`src/rtl/plw_pkg.sv`:
```
package plw_pkg;
  typedef enum logic [1:0] {
    PW_IDLE     = 2'd0,
    PW_LEAD_REF = 2'd1,
    PW_LEAD_FB  = 2'd2
  } pw_state_e;

  localparam int unsigned NSRC    = 2;
  localparam int unsigned SRC_REF = 0;
  localparam int unsigned SRC_FB  = 1;
endpackage

```
`src/rtl/plw_rise.sv`:
```
module plw_rise (
  input  logic clk,
  input  logic rst,
  input  logic lvl,
  output logic rise
);
  logic prev_q;

  always_ff @(posedge clk) begin
    if (rst) prev_q <= 1'b0;
    else     prev_q <= lvl;
  end

  assign rise = lvl & ~prev_q;
endmodule

```
`src/rtl/plw_miss.sv`:
```
module plw_miss #(
  parameter int unsigned GAP_CYC = 2048
) (
  input  logic clk,
  input  logic rst,
  input  logic rise,
  output logic miss
);
  localparam int unsigned CW = (GAP_CYC > 2) ? $clog2(GAP_CYC) : 1;
  localparam logic [CW-1:0] LAST = CW'(GAP_CYC - 1);

  logic [CW-1:0] cnt_q;
  logic          miss_q;

  always_ff @(posedge clk) begin
    if (rst) begin
      cnt_q  <= '0;
      miss_q <= 1'b0;
    end else if (rise) begin
      cnt_q  <= '0;
      miss_q <= 1'b0;
    end else if (cnt_q == LAST) begin
      cnt_q  <= '0;
      miss_q <= 1'b1;
    end else begin
      cnt_q  <= cnt_q + 1'b1;
      miss_q <= 1'b0;
    end
  end

  assign miss = miss_q;

  AST_EDGE_CLEARS_MISS: assert property (@(posedge clk) disable iff (rst)
    rise |=> !miss_q);
endmodule

```
`src/rtl/plw_phase.sv`:
```
module plw_phase
  import plw_pkg::*;
#(
  parameter int unsigned WIN_CYC = 64
) (
  input  logic clk,
  input  logic rst,
  input  logic rise_ref,
  input  logic rise_fb,
  output logic err
);
  localparam int unsigned CW = $clog2(WIN_CYC + 2);
  localparam logic [CW-1:0] LIMIT = CW'(WIN_CYC + 1);
  localparam logic [CW-1:0] WIN_V = CW'(WIN_CYC);

  pw_state_e     state_q;
  logic [CW-1:0] cnt_q;
  logic          err_q;
  logic          partner;

  assign partner = (state_q == PW_LEAD_REF) ? rise_fb : rise_ref;

  always_ff @(posedge clk) begin
    if (rst) begin
      state_q <= PW_IDLE;
      cnt_q   <= '0;
      err_q   <= 1'b0;
    end else begin
      err_q <= 1'b0;
      unique case (state_q)
        PW_IDLE: begin
          cnt_q <= CW'(1);
          if (rise_ref && !rise_fb)      state_q <= PW_LEAD_REF;
          else if (rise_fb && !rise_ref) state_q <= PW_LEAD_FB;
        end
        PW_LEAD_REF, PW_LEAD_FB: begin
          if (cnt_q == LIMIT) begin
            err_q   <= 1'b1;
            state_q <= PW_IDLE;
          end else if (partner) begin
            state_q <= PW_IDLE;
          end else begin
            cnt_q <= cnt_q + 1'b1;
          end
        end
        default: state_q <= PW_IDLE;
      endcase
    end
  end

  assign err = err_q;

  AST_SAME_CYCLE_QUIET: assert property (@(posedge clk) disable iff (rst)
    (state_q == PW_IDLE && rise_ref && rise_fb) |=> !err_q);
  AST_PARTNER_IN_WINDOW: assert property (@(posedge clk) disable iff (rst)
    (state_q != PW_IDLE && partner && cnt_q <= WIN_V) |=> !err_q);
  AST_ERR_ONE_CYCLE: assert property (@(posedge clk) disable iff (rst)
    err_q |=> !err_q);
endmodule

```
`src/rtl/plw_hold.sv`:
```
module plw_hold #(
  parameter int unsigned HOLD_CYC = 65536
) (
  input  logic clk,
  input  logic rst,
  input  logic err,
  output logic unlocked,
  output logic pd_en
);
  localparam int unsigned CW = (HOLD_CYC > 2) ? $clog2(HOLD_CYC) : 1;
  localparam logic [CW-1:0] LAST = CW'(HOLD_CYC - 1);

  logic [CW-1:0] cnt_q, cnt_d;
  logic          unl_q, unl_d;
  logic          pd_q;

  always_comb begin
    cnt_d = cnt_q;
    unl_d = unl_q;
    if (err) begin
      cnt_d = '0;
      unl_d = 1'b1;
    end else if (unl_q) begin
      if (cnt_q == LAST) begin
        cnt_d = '0;
        unl_d = 1'b0;
      end else begin
        cnt_d = cnt_q + 1'b1;
      end
    end
  end

  always_ff @(posedge clk) begin
    if (rst) begin
      cnt_q <= '0;
      unl_q <= 1'b1;
      pd_q  <= 1'b1;
    end else begin
      cnt_q <= cnt_d;
      unl_q <= unl_d;
      pd_q  <= unl_d;
    end
  end

  assign unlocked = unl_q;
  assign pd_en    = pd_q;

  AST_ERR_SETS_FLAG: assert property (@(posedge clk) disable iff (rst)
    err |=> unl_q);
  AST_RELEASE_AFTER_QUIET: assert property (@(posedge clk) disable iff (rst)
    $fell(unl_q) |-> !$past(err));
  AST_PIN_MATCHES_FLAG: assert property (@(posedge clk) disable iff (rst)
    pd_q == unl_q);
  AST_RESET_UNLOCKED: assert property (@(posedge clk)
    $past(rst) |-> (unl_q && pd_q));
endmodule

```
`src/rtl/pll_lock_watch.sv`:
```
module pll_lock_watch
  import plw_pkg::*;
#(
  parameter int unsigned WIN_CYC        = 64,
  parameter int unsigned REF_PERIOD_CYC = 2048,
  parameter int unsigned HOLD_PERIODS   = 32
) (
  input  logic clk,
  input  logic rst,
  input  logic ref_div,
  input  logic fb_div,
  output logic pd_en,
  output logic unlocked
);
  localparam int unsigned HOLD_CYC = HOLD_PERIODS * REF_PERIOD_CYC;

  logic [NSRC-1:0] lvl;
  logic [NSRC-1:0] rise;
  logic [NSRC-1:0] miss;
  logic            phase_err;
  logic            any_err;

  assign lvl[SRC_REF] = ref_div;
  assign lvl[SRC_FB]  = fb_div;

  for (genvar g = 0; g < NSRC; g++) begin : g_src
    plw_rise u_rise (
      .clk  (clk),
      .rst  (rst),
      .lvl  (lvl[g]),
      .rise (rise[g])
    );
    plw_miss #(.GAP_CYC(REF_PERIOD_CYC)) u_miss (
      .clk  (clk),
      .rst  (rst),
      .rise (rise[g]),
      .miss (miss[g])
    );
  end

  plw_phase #(.WIN_CYC(WIN_CYC)) u_phase (
    .clk      (clk),
    .rst      (rst),
    .rise_ref (rise[SRC_REF]),
    .rise_fb  (rise[SRC_FB]),
    .err      (phase_err)
  );

  assign any_err = phase_err | (|miss);

  plw_hold #(.HOLD_CYC(HOLD_CYC)) u_hold (
    .clk      (clk),
    .rst      (rst),
    .err      (any_err),
    .unlocked (unlocked),
    .pd_en    (pd_en)
  );

  AST_MISS_FLAGS: assert property (@(posedge clk) disable iff (rst)
    (|miss) |=> unlocked);
  AST_PHASE_FLAGS: assert property (@(posedge clk) disable iff (rst)
    phase_err |=> unlocked);
endmodule

```
`config.mk`:
```
export PLATFORM = sky130hd
export DESIGN_NAME = pll_lock_watch
export DESIGN_NICKNAME = d
export VERILOG_FILES = /design/src/rtl/plw_pkg.sv /design/src/rtl/plw_rise.sv /design/src/rtl/plw_miss.sv /design/src/rtl/plw_phase.sv /design/src/rtl/plw_hold.sv /design/src/rtl/pll_lock_watch.sv
export SDC_FILE = /design/constraint.sdc
export NUM_CORES = 1
export LEC_CHECK = 0
export BUFFER_PORTS_ARGS = -buffer_cell sky130_fd_sc_hd__buf_2
export CAP_MARGIN = 20
export CORE_MARGIN = 2
export CORE_UTILIZATION = 45
export DETAILED_ROUTE_END_ITERATION = 6
export PLACE_DENSITY = 0.69
export SLEW_MARGIN = 20
export SYNTH_ARGS = -nofsm -noshare
export SYNTH_HDL_FRONTEND = slang
export SYNTH_SLANG_ARGS = --single-unit
```
`constraint.sdc`:
```
create_clock -name clk -period 2.1 [get_ports clk]
set_clock_uncertainty 0.2 [all_clocks]
set_input_delay 0.105 -clock clk [delete_from_list [all_inputs] [get_ports clk]]
set_output_delay 0.105 -clock clk [all_outputs]
set_load 0.02 [all_outputs]
```
---- Word level (Yosys, flattened, before mapping) ----
Cells that the tools add are included.
storage, ports and cells
  bits in registers ....................... 53
  input port bits ......................... 4
  output and inout port bits .............. 2
  logic and storage cells ................. 62
operators by class
  add/sub/neg operators ................... 4
  equal/unequal tests ..................... 10
  muxes and demuxes ....................... 15
  bitwise logic cells ..................... 6
  reductions and logical operators ........ 16
operators by type and width
  cell                                                                     count
  11-bit by 1-bit adder with 11-bit output, second input constant          2
  11-bit equality test, second input constant                              2
  16-bit by 1-bit adder with 16-bit output, second input constant          1
  16-bit equality test, second input constant                              1
  16-bit two-way mux                                                       1
  7-bit two-way mux                                                        2
  7-bit one-hot mux with 2 select lines                                    1
  2-bit OR reduction                                                       6
  2-bit two-way mux                                                        4
  7-bit by 1-bit adder with 7-bit output, second input constant            1
  7-bit equality test, second input constant                               1
  1-bit two-way mux                                                        6
  3-bit by 1-bit inequality test with 1-bit output, second input constant  2
  3-bit OR reduction                                                       2
  2-bit inequality test, second input constant                             2
  2-bit one-hot mux with 2 select lines                                    1
  1-bit NOT                                                                3
  3-bit AND reduction                                                      1
  1-bit AND                                                                2
  2-bit by 1-bit equality test with 1-bit output, second input constant    1
  2-bit equality test, second input constant                               1
  1-bit logical AND                                                        2
  1-bit zero test                                                          2
  2-bit zero test                                                          1
  3 further kinds                                                          3

---- Logic depth before layout (Yosys ltp) ----
  depth in word-level cells ............... 7
  depth in mapped cells ................... 7
  gate-level depth less buffers ........... 6

---- Hierarchy ----
From an unflattened synthesis, not the netlist that was laid out.
second synthesis, totals
  cells, all modules ...................... 279
  area, all modules ....................... 2558.7 µm²
modules (own cells, without submodules)
  module          instances  cells an instance  area each (µm²)  sequential area each (µm²)
  plw_miss        2          56                 531.8            240.2
  plw_hold        1          92                 795.8            340.3
  plw_phase       1          68                 598.1            200.2
  plw_rise        2          3                  47.5             20.0
  pll_lock_watch  1          1                  6.3              0.0

---- Worst setup path before layout ----
Ideal clock, no wire load.
  path kind ............................... register to register
  start point ............................. reg u_phase.state_q[1]
  end point ............................... reg u_phase.cnt_q[6]
  setup time .............................. 0.074 ns
  data arrival time ....................... 1.519 ns
  required time ........................... 1.826 ns
  path slack .............................. 0.307 ns
  stages on the path, launching flop included .. 7
  path buffers ............................ 0
  period minus slack after synthesis ...... 1.793 ns
  cells stage by stage .................... dfxtp_1 inv_1 ha_1 mux2i_4 nand3_1 or3_1 a31oi_1
on the way
  word-level cells in the longest chain between the ends .. 4
  elaborated cells on any way between the ends .. 10
  those cells by class .................... 4 x eq/ne; 2 x mux; 4 x reduce/logical
RTL lines
  what                                                                                          RTL line                          source
  start, declared                                                                               plw_phase.sv:16                   pw_state_e state_q;
  start signal, assigned                                                                        plw_phase.sv:25                   state_q <= PW_IDLE;
  start signal, assigned                                                                        plw_phase.sv:33                   if (rise_ref && !rise_fb) state_q <= PW_LEAD_REF;
  start signal, assigned                                                                        plw_phase.sv:34                   else if (rise_fb && !rise_ref) state_q <= PW_LEAD_FB;
  2-bit equality test / 2-bit by 1-bit equality test with 1-bit output (equally long branches)  plw_phase.sv:30, plw_phase.sv:21
  2-bit OR reduction / 1-bit two-way mux (equally long branches)                                plw_phase.sv:30, plw_phase.sv:21
  2-bit inequality test (no line) / 2-bit nonzero test (equally long branches)                  -
  3-bit AND reduction (no line)                                                                 -
  end signal, assigned                                                                          plw_phase.sv:43                   cnt_q <= cnt_q + 1'b1;
  end, declared                                                                                 plw_phase.sv:17                   logic [CW-1:0] cnt_q;
Several ways; a longest one is shown, not always the timed one.
A chain may end at the register's enable or synchronous reset.

---- Worst setup path in the final report ----
  start point ............................. reg u_phase.state_q[1]
  end point ............................... reg u_phase.cnt_q[2]
Same word-level chain as after synthesis.

==> reports/results.ini <==
[outcome]
outcome=finished, final reports clean

[sta]
min_period_over_period=0.916
min_period_ns=1.92
slew-limit-headroom=0.698
clock.fmax_ghz=0.520
tightest_slew_ns=0.449
slew_viol_final=0
setup_tns_ns=0
setup_viol=0
final-hold-violation-count=0
rsz0062_at_grt=no

[floorplan]
start_util=0.465
dieArea_sq_um=5850
die_x_um=76.5
io_pins=6
die_y_um=76.5
core_sq_um=5070
core.rowCount=26

[global_routing]
grt_antenna_before_repair=0
grt_use_total=0.144
overflow=0
grt_pass1_vias=1613
grt_start_max_net_pins=22
grt_pass1_wl_mm=6.98

[placement]
dp.cells=339
io_buffers=5
place_area_sq_um=2490
place_congestion=0.758
dp_hpwl_mm=2.76

[yosys]
synthCells=265
ys_async_sr_fraction=0
yosys-top-cells-area=dfxtp_1 45%, xor2_1 6.7%, nor2_1 5.9%, ha_1 4.2%, nand2_1 3.8%
synth_nets=277
ys_types=40
ys.flop_type=dfxtp_1
syn_avg_cell_area_sq_um=8.91
synth_top_area_frac=0.449
yosysTopAreaCell=dfxtp_1
synth_seq_cells=53
ys.warnings.count=0
syn-cell-area_sq_um=2360
synth_edf_count=0
ys_seq_area_frac=0.449

[cts]
worstSkewPairLatency_ns=0.30
htree_levels=2
cts-resized-gates=0
post-cts-setup-buffers=0
cts-root-buf=clkbuf_8
cts_made_buffers=5
clk_pin_slew_worst_paths_ns=0.10
cts_tree=done
clk_path_buf_depth=2
cts_num_sinks=53

[layout]
fillCellCount=521
register_area_sq_um=1060
area_growth_pct=10.6
fin_area_sq_um=2610
antenna_cells=0
post-route-util=0.515
drive_gt1_frac=0.0964
multi_input_area_sq_um=1240
final_nets=291
fin_cells=350

[routing]
ant_nets=0
wl_per_cell_um=11.2
vias=1807
drt_iter0_markers=89
dr.pass1.iters=4
wl_mm=3.91
drc=0
viasPerCell=5.16

[setup_path]
worstPathCellList=inv_1, ha_1, mux2i_4, nand3b_2, or3b_1, a21oi_1
cp.required_ns=2.15
critPathCaptureType=flop
cp_top_family=simple AND/OR/NAND/NOR gates
crit_path_top_delay_cell=or3b_1
worst_setup_path_start_kind=flop
cp_num_buf_inv=1
cp_max_fo=7
cp_data_arrival_time_ns=1.97
crit_type=reg2reg
slowest_delay_ns=0.39

[pwr]
p_sw_frac=0.260
pwr-share-clk=0.337
internal-power_mw=1.34
p_total_mw=1.81
ir_drop_v=0.000372
comb_power_share=0.087
power-per-cell-area_nw_per_um2=694
leakage_nw=0.924
power.switching_uw=471
seqPwrFrac=0.576

[run]
maxCapViolations=0

[worst_hold_path]
min_path_type=reg2reg

## kinds of logic (layout without fill, tap and decap cells)
| logic type | after synthesis | after routing | synth area share |
|---|---|---|---|
| xor gates and xnor gates | 28 | 28 | 0.104 |
| adders and majority gates | 8 | 8 | 0.0424 |
| and+or+nand+nor | 132 | 132 | 0.288 |
| DFF | 53 | 53 | 0.449 |
| buffers and inverters | 14 | 29 | 0.0254 |
| AOI/OAI and AO/OA | 28 | 28 | 0.0773 |
| muxes | 2 | 2 | 0.0143 |
## per-stage QoR
stage                     hold slack, ns  setup slack [ns]
after global routing               0.315            0.0319
final                              0.253             0.177
after detailed placement           0.130             0.188
after global placement             0.122             0.232
after CTS                          0.259             0.166
after floorplan                   0.0224             0.307
## area by class of cell
cell class	instances	share of cell area
Multi-Input combinational cell	198	0.475
Clock buffer	5	0.0263
Timing Repair Buffer	14	0.0383
Tap cell	70	0.0335
Inverter	7	0.0101
Clock inverter	3	0.0110
Sequential cell	53	0.406
## metal layers
metal	share of wire	track usage	routed length, um
met2	0.45	0.233	1780
met1	0.51	0.188	1980
met3	0.027	0.0391	104
met4	0.012	0.0436	48
met5	0	0	0
## worst register-to-register path: cells and delay by family (launching register included)
kind	cells	cell delay (ns)
and+or+nand+nor	2	0.55
DFF	1	0.33
buffers and inverters	1	0.08
adders and majority gates	1	0.25
AOI/OAI and AO/OA	1	0.11
muxes	1	0.35
## state kept, by name (all words and copies together), names as in the netlist
register / cells
g_src.u_rise.prev_q: 2
g_src.u_miss.cnt_q: 22
u_phase.err: 1
u_hold.cnt_q: 16
u_hold.unlocked: 1
u_phase.state_q: 2
g_src.u_miss.miss: 2
u_phase.cnt_q: 7
## power by group through the flow
| stage | registers, mW | clock network, mW | logic [mW] |
|---|---|---|---|
| 6_report | 1.04 | 0.611 | 0.158 |
| 5_1_grt | 1.05 | 0.680 | 0.180 |
| 3_5_place_dp | 1.07 | 0 | 0.155 |
| 4_1_cts | 1.04 | 0.639 | 0.160 |
| 2_1_floorplan | 1.06 | 0 | 0.117 |
| 3_3_place_gp | 1.07 | 0 | 0.154 |
## final timing paths
path	from	end	slack [ns]	cells after the start
setup / recovery	u_phase.state_q[1]	u_phase.cnt_q[2]	0.18	6
hold reg to reg	g_src[0].u_miss.cnt_q[0]	g_src[0].u_miss.cnt_q[0]	0.25	1
setup reg to reg	u_phase.state_q[1]	u_phase.cnt_q[2]	0.18	6
hold / removal	g_src[0].u_miss.cnt_q[0]	g_src[0].u_miss.cnt_q[0]	0.25	1
## cells in the final DEF, fill, tap and decap left out, drive strengths merged, types with 5 or more instances in the layout
cell and count:
inv 9, nor2 38, a21oi 6, nand2 24, nand3 19, xor2 18, a31oi 5, clkbuf 5
nand4 11, ha 8, xnor2 10, dfxtp 53, buf 11, nor3 8, or3 8
## timing repair
| action | in CTS | in global routing |
|---|---|---|
| hold buffers | 3 | 0 |
| endpoints found under the setup margin | 0 | 0 |
| endpoints found under the hold margin | 4 | 0 |
## cells in the mapped netlist, types with 5 or more instances
| master | number |
|---|---|
| nand2_1 | 24 |
| nand3_1 | 17 |
| ha_1 | 8 |
| xor2_1 | 18 |
| a21oi_1 | 6 |
| dfxtp_1 | 53 |
| inv_1 | 7 |
| a31oi_1 | 5 |
| nor2_1 | 37 |
| xnor2_1 | 10 |
| nor3_1 | 8 |
| or3_1 | 8 |
| nand4_1 | 10 |
Power figures use the tool's default switching activity.
